<file path="src/rtl/povs_pkg.sv">
package povs_pkg;

   typedef enum logic [2:0] {
      PH_RESET = 3'd0,
      PH_DELAY = 3'd1,
      PH_SRST  = 3'd2,
      PH_WAIT  = 3'd3,
      PH_RUN   = 3'd4
   } phase_e;

endpackage

</file>
<file path="src/rtl/povs_rst_sync.sv">
module povs_rst_sync #(
   parameter int STAGES = 2
) (
   input  logic clk_i,
   input  logic arst_n_i,
   output logic srst_n_o
);

   logic [STAGES-1:0] chain_q;

   generate
      if (STAGES == 1) begin : g_single
         always_ff @(posedge clk_i or negedge arst_n_i) begin
            if (!arst_n_i) chain_q <= 1'b0;
            else           chain_q <= 1'b1;
         end
      end else begin : g_chain
         always_ff @(posedge clk_i or negedge arst_n_i) begin
            if (!arst_n_i) chain_q <= '0;
            else           chain_q <= {chain_q[STAGES-2:0], 1'b1};
         end
      end
   endgenerate

   assign srst_n_o = chain_q[STAGES-1];


   always_ff @(posedge clk_i) begin
      if (!arst_n_i) begin
         sync_low_in_reset_chk: assert (srst_n_o == 1'b0)
            else $error("synchronised reset high while power-on reset low");
      end
   end

endmodule

</file>
<file path="src/rtl/povs_timer.sv">
module povs_timer #(
   parameter int W = 8
) (
   input  logic         clk_i,
   input  logic         rst_n_i,
   input  logic         load_i,
   input  logic [W-1:0] load_val_i,
   output logic         zero_o
);

   logic [W-1:0] cnt_q;

   always_ff @(posedge clk_i or negedge rst_n_i) begin
      if (!rst_n_i)          cnt_q <= '0;
      else if (load_i)       cnt_q <= load_val_i;
      else if (cnt_q != '0)  cnt_q <= cnt_q - W'(1);
   end

   assign zero_o = (cnt_q == '0);


   property tmr_hold_zero_p;
      @(posedge clk_i) disable iff (!rst_n_i)
         (zero_o && !load_i) |=> zero_o;
   endproperty
   tmr_hold_zero_chk: assert property (tmr_hold_zero_p)
      else $error("timer left zero without a load");


   property tmr_step_p;
      @(posedge clk_i) disable iff (!rst_n_i)
         (!zero_o && !load_i) |=> (cnt_q == $past(cnt_q) - W'(1));
   endproperty
   tmr_step_chk: assert property (tmr_step_p)
      else $error("timer did not step by one");

endmodule

</file>
<file path="src/rtl/povs_oe_fan.sv">
module povs_oe_fan #(
   parameter int W = 1
) (
   input  logic         en_i,
   output logic [W-1:0] oe_o
);

   generate
      for (genvar i = 0; i < W; i++) begin : g_bit
         assign oe_o[i] = en_i;
      end
   endgenerate

endmodule

</file>
<file path="src/rtl/povs_top.sv">
module povs_top
   import povs_pkg::*;
#(
   parameter int DLY_CYCLES  = 540000,
   parameter int SRST_CYCLES = 16,
   parameter int SYNC_STAGES = 2,
   parameter int CTL_W       = 2,
   parameter int DATA_W      = 11
) (
   input  logic              clk_i,
   input  logic              por_n_i,
   input  logic              cfg_done_i,
   output logic [CTL_W-1:0]  ctl_oe_o,
   output logic [DATA_W-1:0] data_oe_o,
   output logic [2:0]        phase_o
);

   localparam int MAX_CNT = (DLY_CYCLES > SRST_CYCLES) ? DLY_CYCLES : SRST_CYCLES;
   localparam int CNT_W   = $clog2(MAX_CNT + 1);

   generate
      if (DLY_CYCLES < 1) begin : g_bad_dly
         $error("DLY_CYCLES must be at least 1");
      end
      if (SRST_CYCLES < 1) begin : g_bad_srst
         $error("SRST_CYCLES must be at least 1");
      end
      if (SYNC_STAGES < 1) begin : g_bad_sync
         $error("SYNC_STAGES must be at least 1");
      end
      if (CTL_W < 1 || DATA_W < 1) begin : g_bad_width
         $error("enable group widths must be at least 1");
      end
   endgenerate

   logic             srst_n;
   phase_e           phase_q, phase_d;
   logic             tmr_load;
   logic [CNT_W-1:0] tmr_val;
   logic             tmr_zero;
   logic             ctl_en;
   logic             data_en;

   povs_rst_sync #(.STAGES(SYNC_STAGES)) u_sync (
      .clk_i    (clk_i),
      .arst_n_i (por_n_i),
      .srst_n_o (srst_n)
   );

   povs_timer #(.W(CNT_W)) u_timer (
      .clk_i      (clk_i),
      .rst_n_i    (srst_n),
      .load_i     (tmr_load),
      .load_val_i (tmr_val),
      .zero_o     (tmr_zero)
   );

   always_comb begin
      phase_d  = phase_q;
      tmr_load = 1'b0;
      tmr_val  = '0;
      case (phase_q)
         PH_RESET: begin
            tmr_load = 1'b1;
            tmr_val  = CNT_W'(DLY_CYCLES - 1);
            phase_d  = PH_DELAY;
         end
         PH_DELAY: begin
            if (tmr_zero) begin
               tmr_load = 1'b1;
               tmr_val  = CNT_W'(SRST_CYCLES - 1);
               phase_d  = PH_SRST;
            end
         end
         PH_SRST: begin
            if (tmr_zero) phase_d = PH_WAIT;
         end
         PH_WAIT: begin
            if (cfg_done_i) phase_d = PH_RUN;
         end
         PH_RUN:  phase_d = PH_RUN;
         default: phase_d = PH_RESET;
      endcase
   end

   always_ff @(posedge clk_i or negedge srst_n) begin
      if (!srst_n) phase_q <= PH_RESET;
      else         phase_q <= phase_d;
   end

   assign ctl_en  = (phase_q == PH_WAIT) || (phase_q == PH_RUN);
   assign data_en = (phase_q == PH_RUN);
   assign phase_o = phase_q;

   povs_oe_fan #(.W(CTL_W)) u_ctl_fan (
      .en_i (ctl_en),
      .oe_o (ctl_oe_o)
   );

   povs_oe_fan #(.W(DATA_W)) u_data_fan (
      .en_i (data_en),
      .oe_o (data_oe_o)
   );


   property ctl_rise_from_srst_p;
      @(posedge clk_i) disable iff (!srst_n)
         $rose(ctl_en) |-> ($past(phase_q) == PH_SRST);
   endproperty
   ctl_rise_from_srst_chk: assert property (ctl_rise_from_srst_p)
      else $error("control group enabled outside sync-reset exit");


   property data_rise_needs_cfg_p;
      @(posedge clk_i) disable iff (!srst_n)
         $rose(data_en) |-> ($past(cfg_done_i) && $past(phase_q) == PH_WAIT);
   endproperty
   data_rise_needs_cfg_chk: assert property (data_rise_needs_cfg_p)
      else $error("data group enabled without a configuration strobe");


   property data_needs_ctl_p;
      @(posedge clk_i) disable iff (!srst_n)
         (data_oe_o != '0) |-> (ctl_oe_o == '1);
   endproperty
   data_needs_ctl_chk: assert property (data_needs_ctl_p)
      else $error("data group on while control group off");


   property run_sticky_p;
      @(posedge clk_i) disable iff (!srst_n)
         (phase_q == PH_RUN) |=> (phase_q == PH_RUN);
   endproperty
   run_sticky_chk: assert property (run_sticky_p)
      else $error("running phase left without reset");


   property srst_hold_p;
      @(posedge clk_i) disable iff (!srst_n)
         (phase_q == PH_SRST && !tmr_zero) |=> (phase_q == PH_SRST);
   endproperty
   srst_hold_chk: assert property (srst_hold_p)
      else $error("sync-reset phase ended early");

endmodule

</file>
<file path="config.mk">
export PLATFORM = sky130hd
export DESIGN_NAME = povs_top
export DESIGN_NICKNAME = d
export VERILOG_FILES = /design/src/rtl/povs_pkg.sv /design/src/rtl/povs_rst_sync.sv /design/src/rtl/povs_timer.sv /design/src/rtl/povs_oe_fan.sv /design/src/rtl/povs_top.sv
export SDC_FILE = /design/constraint.sdc
export NUM_CORES = 1
export LEC_CHECK = 0
export BUFFER_PORTS_ARGS = -buffer_cell sky130_fd_sc_hd__clkbuf_2
export CAP_MARGIN = 20
export CORE_ASPECT_RATIO = 0.9
export CORE_UTILIZATION = 56
export DETAILED_ROUTE_END_ITERATION = 12
export PLACE_DENSITY = 0.74
export REMOVE_ABC_BUFFERS = 1
export SYNTH_ARGS = -nofsm -noshare
export SYNTH_HDL_FRONTEND = slang
export SYNTH_SLANG_ARGS = --single-unit
</file>
<file path="constraint.sdc">
create_clock -name clk_i -period 2.4 [get_ports clk_i]
set_clock_uncertainty 0.2 [all_clocks]
set_input_delay 0.12 -clock clk_i [delete_from_list [all_inputs] [get_ports clk_i]]
set_output_delay 0.12 -clock clk_i [all_outputs]
set_load 0.05 [all_outputs]
</file>
Word-level counts from Yosys, hierarchy flattened

Cells that the tools add are included.

Flip-flop bits (word level): 25
Word-level logic and storage cells: 27

Muxes and demuxes: 10
Eq/ne operators: 7
Add/sub/neg operators: 1
Reductions and logical operators: 6

Operators with widths:

| operator                                            | number |
|---|---|
| 2-to-1 mux 20 bit                                   | 2 |
| one-hot mux 20 bit (2 select lines)                 | 1 |
| logical NOT 20 bit                                  | 1 |
| nonzero test 20 bit                                 | 1 |
| subtractor 20 x 1 -> 20 bit (second input constant) | 1 |
| one-hot mux 3 bit (5 select lines)                  | 1 |
| 2-to-1 mux 3 bit                                    | 3 |
| == test 3 x 2 -> 1 bit (second input constant)      | 2 |
| != test 2 bit (second input constant)               | 3 |
| 2-to-1 mux 4 bit                                    | 1 |
| == test 3 x 1 -> 1 bit (second input constant)      | 1 |
| == test 3 bit (second input constant)               | 1 |
| logical NOT 3 bit                                   | 1 |
| AND reduction 3 bit                                 | 1 |
| one-hot mux 1 bit (2 select lines)                  | 1 |
| nonzero test 2 bit                                  | 1 |
| logical OR 1 bit                                    | 1 |
| 2-to-1 mux 1 bit                                    | 1 |

Longest topological paths before layout

Gate-level depths: netlist (run 1).

Depth in word-level cells: 4
Gate-level depth with buffers: 8

Modules after synthesis

Synthesis (run 1) repeated with hierarchy kept, for this count alone.

Cells, all modules: 158
Area, all modules: 1,561.5 um2

By module, submodules not included:

| module                    | area each (um2) | instances | sequential area each (um2) | cells each |
|---|---|---|---|---|
| povs_timer                | 1,202.4         | 1         | 500.5                      | 123 |
| povs_top                  | 207.7           | 1         | 75.1                       | 19 |
| povs_oe_fan at u_data_fan | 82.6            | 1         | 0.0                        | 11 |
| povs_rst_sync             | 53.8            | 1         | 50.0                       | 3 |
| povs_oe_fan at u_ctl_fan  | 15.0            | 1         | 0.0                        | 2 |

Least setup slack after synthesis (run 1)

Ideal clock, no wire load.

Path kind: register to register
Start point: register u_timer.cnt_q[13]
End point: register u_timer.cnt_q[14]
Setup time: 0.150 ns
Buffers on the path: 1
Data arrival time: 2.112 ns
Stages on the path, launching flop included: 7
Data required time: 2.050 ns
Clock period less this slack: 2.462 ns
Path slack: -0.062 ns
Cells stage by stage: dfrtp_1 or4_4 or4_4 or2_4 buf_2 a31oi_1 a311oi_1

Longest elaborated chain between the ends: 4

Ends and longest elaborated chain:

| what                                                                | line             | source |
|---|---|---|
| start: declaration                                                  | povs_timer.sv:11 | `logic [W-1:0] cnt_q;` |
| start signal: assignment                                            | povs_timer.sv:15 | `else if (load_i) cnt_q <= load_val_i;` |
| start signal: assignment                                            | povs_timer.sv:16 | `else if (cnt_q != '0) cnt_q <= cnt_q - W'(1);` |
| branches (longest 4 deep; another with subtractor 20 x 1 -> 20 bit) | n/a              |  |

Several ways; the timed one is not identified. The select of a mux whose other input is x is not followed.
A chain may end at the register's enable or synchronous reset.

Worst setup path after layout (run 1)

Start point: register u_timer.cnt_q[10]
End point: register phase_q[1], in the netlist phase_o[1]

Longest elaborated chain between the ends: 3

Ends and longest elaborated chain:

| what                              | line             | source |
|---|---|---|
| logical NOT 20 bit (*)            | povs_timer.sv:19 | `assign zero_o = (cnt_q == '0);` |
| != test 2 bit (no line)           | n/a              |  |
| AND reduction 3 bit (no line) (*) | n/a              |  |
| end signal: assignment            | povs_top.sv:88   | `else phase_q <= phase_d;` |
| end: declaration                  | povs_top.sv:37   | `phase_e phase_q, phase_d;` |

Every way passes the cells marked *; elsewhere a longest branch is shown, timed or not.

==> metrics.yaml, run 1 <==
run_status:
  outcome: "finished, violations left"
  violations: "setup timing"
place:
  place_hpwl_um: 2010
  place_congestion: 0.869
  place_area_um2: 1480
  io_buffers: 18
global_route:
  grt_util_met2_pct: 40.7
  antenna_found_initial: 0
  top_usage_layer: "met2"
  grt_overflow_total: 0
  grt_start_max_net_pins: 24
  first_global_vias: 1114
  grt_pass1_wl_um: 4840
  grt_usage_pct: 25.0
  use_met1_pct: 32.4
  grt_use_met3_pct: 6.54
critical_path:
  crit_path_max_fanout: 6
  cpLargestDelayFamily: "simple AND/OR/NAND/NOR gates"
  cp.depth: 5
  start_kind: "flip-flop"
  critical_path.max_stage_delay_ns: 0.56
  crit_chain: "or4_4 -> or4_4 -> or2_4 -> or3_4 -> a21oi_2"
  critPathArrivalTime_ns: 2.57
  cp-end-kind: "flip-flop"
  crit_type: "flip-flop to flip-flop"
  cpMaxStageDelayCell: "or4_4"
  rrSetupSlack_ns: -0.12
  reg2reg_depth: 5
  cp_num_buf_inv: 0
  worst_path_most_repeated_cell: "or4_4"
  worstPathRequired_ns: 2.45
power:
  ir_worst_vdd_mv: 0.460
  power_switching_uw: 391
  internal-power_uw: 735
  p_per_area_nw_per_um2: 687
  power.clock.fraction_pct: 16.7
  leakagePower_uw: 0.000688
  seqPwrFrac_pct: 54.6
  pwr-share-comb_pct: 28.8
  p_sw_share_pct: 34.7
clock_tree:
  cts_tree: "yes"
  clk_pin_slew_ns: 0.13
  cts_buffer_depth: 2
  numCtsBuffers: 3
  clkSinkCount: 25
  h-tree-depth: 1
  insertion_delay_ns: 0.32
  cts.root.buffer_cell: "clkbuf_4"
route:
  vias: 1136
  wirelength_um: 2840
  drc: 0
  dr.first_iter.drc_count: 21
  routed_via_density: 5.83
  wl_per_cell_um: 14.6
  ant_nets: 0
  dr.pass1.iters: 4
finish:
  final_area_um2: 1640
  final_core_util_pct: 73.2
  drive_gt1_share_pct: 36.3
  fillCellCount: 190
  seqCellArea_um2: 626
  multi_input_area_um2: 684
  diodes: 0
  num-nets-final: 174
  area_growth_pct: 20.5
hold_path:
  hold_path.class: "flip-flop to asynchronous set/reset pin"
synthesis:
  synth_area_per_cell_um2: 9.45
  synth.area.top_cells: "dfrtp_1 (46%), buf_4 (7.2%), nor2_1 (3.9%)"
  synth_ff_type: "dfrtp_1"
  synthCells: 144
  synth_enable_flop_cells: 0
  synth_cell_types: 35
  seq_area_frac_synth_pct: 46.0
  yosysTopAreaCell: "dfrtp_1"
  async_flop_share_pct: 100
  ys_ff_latch: 25
  synth_top_area_share_pct: 46.0
  synth.cell_area_um2: 1360
  yosys_warnings: 0
floorplan:
  die_w_um: 54.0
  die_h_um: 48.8
  row_count: 16
  dieArea_um2: 2630
  coreArea_um2: 2240
  ios: 19
  start_util_pct: 60.7
sta:
  final_max_slew_viol_count: 0
  fmax_mhz: 397
  setup-violations-final: 14
  post-route-min-period_ns: 2.52
  setup_ws_ns: -0.118
  finalHoldViolCount: 0
  post-route-period-util_pct: 105
  rsz0062_at_grt: "yes"
job:
  drv_cap: 0
==> per-stage QoR <==
stage	setup WS [ns]	TNS, ns	hold WS, ns	std cells	power, uW
2_1_floorplan	-12.23	-151.39	-0.376	125	790
3_3_place_gp	-0.0488	-0.204	-0.295	185	870
3_5_place_dp	-0.113	-0.880	-0.291	185	893
4_1_cts	-0.118	-0.712	0.0505	195	1100
5_1_grt	-0.160	-1.49	0.0754	195	1190
6_report	-0.118	-0.664	0.0272	195	1130
==> cell usage in the layout (no fill, tap or decap), drive strengths merged <==
master,n
dfrtp,25
clkbuf,22
buf,18
nor2,14
nand2,11
nor3,9
o21ai,8
xnor2,6
a31oi,5
or3,4
nor4,4
or4,4
inv,3
o211ai,3
o31ai,3
a21oi,3
dlygate4sd3,3
or2,3
a311oi,3
nor4b,2
xor2,2
nand3,2
ha,2
a21boi,2
nor3b,1
or3b,1
mux2i,1
a211oi,1
a21o,1
nand2b,1
conb,1
==> state kept, by name (all words and copies together), names as in the netlist <==
signal / flops
phase_o: 3
u_sync.chain_q: 2
u_timer.cnt_q: 20
==> cells in the mapped netlist (3+ instances only) <==
| cell | number |
|---|---|
| a311oi_1 | 3 |
| a31oi_1 | 5 |
| buf_4 | 13 |
| clkbuf_1 | 4 |
| dfrtp_1 | 25 |
| inv_1 | 3 |
| nand2_1 | 11 |
| nor2_1 | 14 |
| nor3_1 | 9 |
| nor4_1 | 4 |
| o211ai_1 | 3 |
| o21ai_0 | 8 |
| o31ai_1 | 3 |
| or3_1 | 4 |
| xnor2_1 | 6 |
==> routing by layer <==
layer	vias up	share of wire, %
met4	0	0.42
li1	547	-
met2	14	50
met3	2	3.2
met1	573	47
met5	-	0
==> power groups by stage <==
stage | Combinational [uW] | Clock (uW) | Sequential, uW
after detailed placement | 284 | 0 | 609
after global routing | 358 | 208 | 627
after floorplan | 196 | 0 | 594
after CTS | 307 | 192 | 606
final | 324 | 188 | 614
after global placement | 268 | 0 | 601
==> final timing paths <==
check                                                      to                          start
worst max-delay path                   phase_o[1]$_DFFE_PN0P_  u_timer.cnt_q[10]$_DFFE_PN0P_
worst min-delay path            u_timer.cnt_q[16]$_DFFE_PN0P_    u_sync.chain_q[1]$_DFF_PN0_
worst max register to register         phase_o[1]$_DFFE_PN0P_  u_timer.cnt_q[10]$_DFFE_PN0P_
worst min register to register  u_timer.cnt_q[16]$_DFFE_PN0P_    u_sync.chain_q[1]$_DFF_PN0_
max in group asynchronous         u_sync.chain_q[1]$_DFF_PN0_                        por_n_i
min in group clk_i                u_sync.chain_q[1]$_DFF_PN0_    u_sync.chain_q[0]$_DFF_PN0_
==> cell type report <==
| cell class | instances | share of cell area (%) |
|---|---|---|
| tap | 27 | 2.06 |
| clock buffer | 4 | 1.60 |
| timing repair buffer | 39 | 15.8 |
| multi-input combinational | 97 | 41.7 |
| sequential | 25 | 38.1 |
| inverter | 3 | 0.687 |
==> worst reg2reg max path, cell delays in order, from the launching register on <==
cell and delay (ns):
dfrtp_1 0.41, or4_4 0.54, or4_4 0.56, or2_4 0.29
or3_4 0.34, a21oi_2 0.12
==> what timing repair did <==
action / in CTS / in global routing
gates resized for setup: 10 / 8
setup buffers: 3 / 0
hold endpoints to repair: 5 / 0
endpoints found under the setup margin: 14 / 20
pin swaps: 8 / 2
hold buffers: 3 / 0
==> cell families (layout without fill, tap and decap cells) <==
family	count (synthesis)	in the layout	share of synthesized area [%]
and+or+nand+nor	56	56	21.9
AOI/OAI and AO/OA	29	29	14.3
DFF	25	25	46.0
buffers and inverters	22	46	9.83
xor gates and xnor gates	8	8	5.15
adders and majority gates	2	2	1.84
other	1	1	0.275
muxes	1	1	0.735
Power figures use the tool's default switching activity.
==> inputs of run 2 (changes only) <==
Settings changed: ABC_AREA set to 1, CORE_UTILIZATION 56 to 58, PLACE_DENSITY 0.74 to 0.75.
==> run 2 against run 1 <==
The flow now finishes without violations. Sequential cell count unchanged. Highest routed layer unchanged. Critical path depth decreased by 1. First-iteration DRC count rose to 4.0 times the previous value. Critical endpoint is now data_oe_o[5]. Setup slack better by 0.43 ns. Combinational power is 51% higher. Utilization fell by 7.1 points.
==> metrics.yaml, run 2 <==
power:
  leakagePower_uw: 0.000857  # was 0.000688 uW
  p_per_area_nw_per_um2: 690  # was 687 nW/um2
  ir_worst_vdd_mv: 0.481  # was 0.460 mV
clock_tree:
  cts_tree: "yes"  # unchanged
  h-tree-depth: 1  # unchanged
  cts.root.buffer_cell: "clkbuf_4"  # unchanged
  numCtsBuffers: 3  # unchanged
  clkSinkCount: 25  # unchanged
  clk_pin_slew_ns: 0.14  # was 0.13 ns
  insertion_delay_ns: 0.32  # about the same
  cts_buffer_depth: 2  # unchanged
global_route:
  antenna_found_initial: 0  # unchanged
  first_global_vias: 1268  # was 1,114
  grt_pass1_wl_um: 5810  # was 4840 um
  grt_overflow_total: 0  # unchanged
  grt_usage_pct: 25.2  # was 25.0%
  grt_start_max_net_pins: 24  # unchanged
critical_path:
  cpLargestDelayFamily: "buffers and inverters"  # was simple AND/OR/NAND/NOR gates
  critPathArrivalTime_ns: 1.77  # was 2.57 ns
  worstPathRequired_ns: 2.08  # was 2.45 ns
  start_kind: "flip-flop"  # unchanged
  cp-end-kind: "output port"  # was flip-flop
  crit_path_max_fanout: 11  # was 6
  rrSetupSlack_ns: 0.49  # was -0.12 ns
  cpMaxStageDelayCell: "dfrtp_1"  # was or4_4
  cp_num_buf_inv: 2  # was 0
  critical_path.max_stage_delay_ns: 0.46  # was 0.56 ns
  crit_chain: "inv_1 -> nand2_1 -> nor2_1 -> clkbuf_2"  # was or4_4 -> or4_4 -> or2_4 -> or3_4 -> a21oi_2
  crit_type: "flip-flop to output port"  # was flip-flop to flip-flop
sta:
  holdWs_ns: 0.0127  # was 0.0272 ns
  maxSlewHeadroom_pct: 65.3
  post-route-min-period_ns: 2.09  # was 2.52 ns
  final_max_slew_viol_count: 0  # unchanged
  finalHoldViolCount: 0  # unchanged
  post-route-period-util_pct: 87.0  # was 105%
  setup-violations-final: 0  # was 14
  rsz0062_at_grt: "no"  # was yes
  worst_slew_pin_slew_ns: 0.519
  fmax_mhz: 479  # was 397 MHz
finish:
  fillCellCount: 252  # was 190
  regMostFlops: "u_timer.cnt_q"  # unchanged
  diodes: 0  # unchanged
  num-nets-final: 249  # was 174
  area_growth_pct: 6.33  # was 20.5%
  final_common_cell: "nand2_1"  # was dfrtp_1
  largest_reg_flops: 20  # unchanged
  layout_common_cells: "nand2_1 (56), nor2_1 (30), dfrtp_1 (25)"  # was dfrtp_1 (25), clkbuf_2 (18), buf_4 (17)
  finalNonFillerCells: 283  # was 195
  drive_gt1_share_pct: 21.8  # was 36.3%
  final_core_util_pct: 66.0  # was 73.2%
route:
  drc: 0  # unchanged
  ant_nets: 0  # unchanged
  dr.pass1.iters: 4  # unchanged
  dr.first_iter.drc_count: 84  # was 21
  wl_per_cell_um: 12.1  # was 14.6 um
  vias: 1444  # was 1,136
  routed_via_density: 5.10  # was 5.83
  wirelength_um: 3430  # was 2840 um
synthesis:
  async_flop_share_pct: 100  # unchanged
  synth_top_area_share_pct: 36.4  # was 46.0%
  synth_area_per_cell_um2: 7.48  # was 9.45 um2
  synth_ff_type: "dfrtp_1"  # unchanged
  seq_area_frac_synth_pct: 36.4  # was 46.0%
  yosysTopAreaCell: "dfrtp_1"  # unchanged
  yosys_warnings: 0  # unchanged
  synth_enable_flop_cells: 0  # unchanged
  synth.area.top_cells: "dfrtp_1 (36%), nand2_1 (12%), nor2_1 (6.5%)"  # was dfrtp_1 (46%), buf_4 (7.2%), nor2_1 (3.9%)
  synth.cell_area_um2: 1720  # was 1360 um2
  post-synth-top-count-cell: "nand2_1"  # was dfrtp_1
  synthTopCellsByCount: "nand2_1 (56), nor2_1 (30), dfrtp_1 (25)"  # was dfrtp_1 (25), nor2_1 (14), buf_4 (13)
  ys_ff_latch: 25  # unchanged
  synthCells: 230  # was 144
  synth_cell_types: 30  # was 35
floorplan:
  die_w_um: 59.4  # was 54.0 um
  ios: 19  # unchanged
  start_util_pct: 62.1  # was 60.7%
  row_count: 18  # was 16
  dieArea_um2: 3190  # was 2630 um2
  coreArea_um2: 2770  # was 2240 um2
  die_h_um: 53.7  # was 48.8 um
job:
  drv_cap: 0  # unchanged
place:
  place_hpwl_um: 2740  # was 2010 um
  dp.cells: 276  # was 185
  place_congestion: 0.932  # was 0.869
  io_buffers: 18  # unchanged
hold_path:
  hold_path.class: "flip-flop to asynchronous set/reset pin"  # unchanged
run_status:
  outcome: "finished, final reports clean"  # was finished, violations left
run 2: cell count changes in the layout (fill, tap and decap cells not counted), sizes merged, moves of 6 or more:
cell	delta
nand2	+50
nor2	+30
inv	+24
nand3	+17
buf	-16
o2bb2ai	+6
run 2: per-stage QoR:
| stage | setup slack (ns) | power, uW | cell area (um2) | TNS, ns |
|---|---|---|---|---|
| after detailed placement | 0.523 | 1070 | 1770 | 0 |
| final | 0.311 | 1260 | 1830 | 0 |
| after floorplan | -5.54 | 957 | 1620 | -64.09 |
| after CTS | 0.306 | 1260 | 1830 | 0 |
| after global routing | 0.127 | 1350 | 1830 | 0 |
| after global placement | 0.548 | 1080 | 1770 | 0 |
run 2: worst reg2reg max path: stages, from the launching register on:
cell	delay [ns]
dfrtp_1	0.40
clkinv_1	0.15
ha_1	0.23
inv_1	0.05
nor2_1	0.08
nand3_1	0.11
nor2_2	0.15
nand2_2	0.15
nand2_1	0.09
nand2_1	0.07
nor2_1	0.09
nor2_1	0.04
run 2: logic make-up (layout without fill, tap and decap cells):
logic type,Yosys count,after routing,share of synthesized area [%]
AO/OA/AOI/OAI,15,15,6.54
XOR/XNOR,6,6,3.06
adder cells (fa/ha/maj),2,2,1.45
buffers and inverters,42,55,12.2
flip-flops,25,25,36.4
other,1,1,0.218
AND/OR/NAND/NOR,139,139,40.1
run 2: cell type report:
type                       instances  area [um2]  area share [%]
timing repair buffer              23         135            7.39
tap                               40        50.0            2.74
multi-input combinational        163         885            48.4
clock buffer                       4        26.3            1.44
inverter                          28         108            5.88
sequential                        25         626            34.2
run 2: repair_timing:
action,CTS,global route
hold buffers,3,0
hold endpoints to repair,4,0
endpoints found under the setup margin,0,0
setup buffers,0,0
resized for setup,0,0
run 2: where the power goes:
group          internal [uW]  total, uW  switching, uW  leakage (uW)
clock                   65.1        192            127     0.0000150
combinational            173        488            316      0.000553
sequential               498        582           83.6      0.000288
run 2: final timing paths:
path                       depth (start not counted)                       endpoint                         start
max                                                4                   data_oe_o[5]        phase_o[1]$_DFFE_PN0P_
min                                                1  u_timer.cnt_q[18]$_DFFE_PN0P_   u_sync.chain_q[1]$_DFF_PN0_
max reg2reg                                       11         phase_o[0]$_DFFE_PN0P_  u_timer.cnt_q[0]$_DFFE_PN0P_
min reg2reg                                        1  u_timer.cnt_q[18]$_DFFE_PN0P_   u_sync.chain_q[1]$_DFF_PN0_
max in group asynchronous                          3    u_sync.chain_q[0]$_DFF_PN0_                       por_n_i
min in group clk_i                                 0    u_sync.chain_q[1]$_DFF_PN0_   u_sync.chain_q[0]$_DFF_PN0_
run 2: metal layers:
metal	GRT usage (%)	up-vias	share of wire [%]
met4	7.54	0	1.3
met2	36.9	31	43
li1	-	744	-
met1	37.5	663	50
met5	0	-	0
met3	4.81	6	5.3
==> inputs of run 3 (changes only) <==
Settings changed: RECOVER_POWER set to 50.
==> run 3 against run 2 <==
Maximum frequency is essentially flat. Setup slack gained 0.0020 ns. Critical path depth is the same. Utilization shrank 0.45 points. Routed wire length grew 0.12%. Sequential share of layout area grew 0.24 points. Sequential cell count is the same. Clock power is essentially flat. Combinational power shrank 1%. Die area is the same.
==> metrics.yaml, run 3 (synthesis gave the netlist of run 2 again) <==
finish:
  final_common_cell: "nand2_1"  # unchanged
  final_area_um2: 1820  # was 1830 um2
  diodes: 0  # unchanged
  area_growth_pct: 5.60  # was 6.33%
  regMostFlops: "u_timer.cnt_q"  # unchanged
  layout_common_cells: "nand2_1 (57), nor2_1 (31), dfrtp_1 (25)"  # was nand2_1 (56), nor2_1 (30), dfrtp_1 (25)
  largest_reg_flops: 20  # unchanged
  drive_gt1_share_pct: 19.3  # was 21.8%
  finalNonFillerCells: 283  # unchanged
  fillCellCount: 254  # was 252
  num-nets-final: 249  # unchanged
clock_tree:
  cts.root.buffer_cell: "clkbuf_4"  # unchanged
  cts_buffer_depth: 2  # unchanged
  numCtsBuffers: 3  # unchanged
  clkSinkCount: 25  # unchanged
  cts_tree: "yes"  # unchanged
  h-tree-depth: 1  # unchanged
  clk_pin_slew_ns: 0.13  # was 0.14 ns
  ctsResizeCount: 0  # unchanged
  post_cts_buffers: 0  # unchanged
  cts_hold_buf: 3  # unchanged
  insertion_delay_ns: 0.32  # about the same
critical_path:
  startpoint: "phase_o[1]$_DFFE_PN0P_"  # unchanged
  rr_endpoint: "phase_o[0]$_DFFE_PN0P_"  # unchanged
  reg2reg_depth: 11  # unchanged
  worstPathRequired_ns: 2.08  # about the same
  crit_type: "flip-flop to output port"  # unchanged
  start_kind: "flip-flop"  # unchanged
  cp-end-kind: "output port"  # unchanged
  crit_chain: "inv_1 -> nand2_1 -> nor2_1 -> clkbuf_2"  # unchanged
  rrSetupSlack_ns: 0.44  # was 0.49 ns
  timing.rr.start: "u_timer.cnt_q[0]$_DFFE_PN0P_"  # unchanged
  critical_path.max_stage_delay_ns: 0.46  # about the same
  crit_path_end: "data_oe_o[5]"  # unchanged
  crit_path_max_fanout: 11  # unchanged
  critPathArrivalTime_ns: 1.77  # about the same
  cpMaxStageDelayCell: "dfrtp_1"  # unchanged
global_route:
  grt_usage_pct: 25.2  # unchanged
  grt_overflow_total: 0  # unchanged
  antenna_found_initial: 0  # unchanged
  grt_pass1_wl_um: 5810  # unchanged
  first_global_vias: 1268  # unchanged
  grt_start_max_net_pins: 24  # unchanged
place:
  place_congestion: 0.932  # unchanged
  place_area_um2: 1770  # unchanged
  dp.cells: 276  # unchanged
  place_hpwl_um: 2740  # unchanged
  io_buffers: 18  # unchanged
floorplan:
  dieArea_um2: 3190  # unchanged
  start_util_pct: 62.1  # unchanged
  row_count: 18  # unchanged
  die_w_um: 59.4  # unchanged
  die_h_um: 53.7  # unchanged
  ios: 19  # unchanged
  coreArea_um2: 2770  # unchanged
route:
  dr.first_iter.drc_count: 85  # was 84
  wirelength_um: 3430  # about the same
  vias: 1451  # was 1,444
  ant_nets: 0  # unchanged
  drc: 0  # unchanged
  dr.pass1.iters: 4  # unchanged
  wl_per_cell_um: 12.1  # about the same
  routed_via_density: 5.13  # was 5.10
sta:
  rsz0062_at_grt: "no"  # unchanged
  maxSlewHeadroom_pct: 18.0  # was 65.3%
  post-route-min-period_ns: 2.09  # about the same
  fin_tns_setup_ns: 0  # unchanged
  finalHoldViolCount: 0  # unchanged
  worst_slew_pin_slew_ns: 1.23  # was 0.519 ns
  post-route-period-util_pct: 87.0  # about the same
  fmax_mhz: 479  # about the same
  setup-violations-final: 0  # unchanged
  final_max_slew_viol_count: 0  # unchanged
run_status:
  outcome: "finished, final reports clean"  # unchanged
power:
  p_per_area_nw_per_um2: 691  # was 690 nW/um2
  leakagePower_uw: 0.000843  # was 0.000857 uW
  ir_worst_vdd_mv: 0.480  # was 0.481 mV
hold_path:
  hold_path.class: "flip-flop to flip-flop"  # was flip-flop to asynchronous set/reset pin
job:
  drv_cap: 0  # unchanged
run 3: changes by cell type in the layout (fill, tap and decap cells not counted), sizes merged:
cell / delta
buf: -1
clkbuf: +1
run 3: power by group:
group	total, uW	switching (uW)	internal (uW)
Sequential	582	84.4	498
Clock	191	126	65.1
Combinational	482	313	169
Total	1260	524	732
run 3: area by class of cell:
| class | count | area (um2) | share of cell area [%] |
|---|---|---|---|
| timing repair buffer | 23 | 128 | 7.02 |
| sequential | 25 | 626 | 34.4 |
| inverter | 28 | 108 | 5.92 |
| tap | 40 | 50.0 | 2.75 |
| clock buffer | 4 | 26.3 | 1.45 |
| multi-input combinational | 163 | 880 | 48.4 |
run 3: stage by stage:
step	setup WS (ns)	total power, uW	utilization (%)	hold WS [ns]
after floorplan	-5.54	957	-	-0.376
after global placement	0.548	1080	64.0	-0.292
after detailed placement	0.523	1070	64.0	-0.290
after CTS	0.306	1260	66.0	0.0340
after global routing	0.126	1340	65.6	0.169
final	0.313	1260	65.6	0.164
run 3: worst min path at each step:
stage,from,endpoint,cells past startpoint
CTS,u_sync.chain_q[1]$_DFF_PN0_,u_timer.cnt_q[7]$_DFFE_PN0P_,1
global placement,por_n_i,u_sync.chain_q[0]$_DFF_PN0_,1
detailed placement,por_n_i,u_sync.chain_q[0]$_DFF_PN0_,1
floorplan,por_n_i,u_sync.chain_q[0]$_DFF_PN0_,0
finish,u_sync.chain_q[0]$_DFF_PN0_,u_sync.chain_q[1]$_DFF_PN0_,0
global route,u_sync.chain_q[0]$_DFF_PN0_,u_sync.chain_q[1]$_DFF_PN0_,0
run 3: per-layer routing:
layer  up-vias  GRT usage, %  wire [um]
met3         6          4.81        147
met1       665          37.5       1750
met5         -             0          0
met4         0          7.54         31
met2        36          36.9       1500
li1        744             -          -
run 3: worst max-delay path, delay by kind of cell (launching register included):
kind	cells	cell delay, ns
buffers and inverters	2	0.50
AND/OR/NAND/NOR	2	0.49
flip-flops	1	0.46
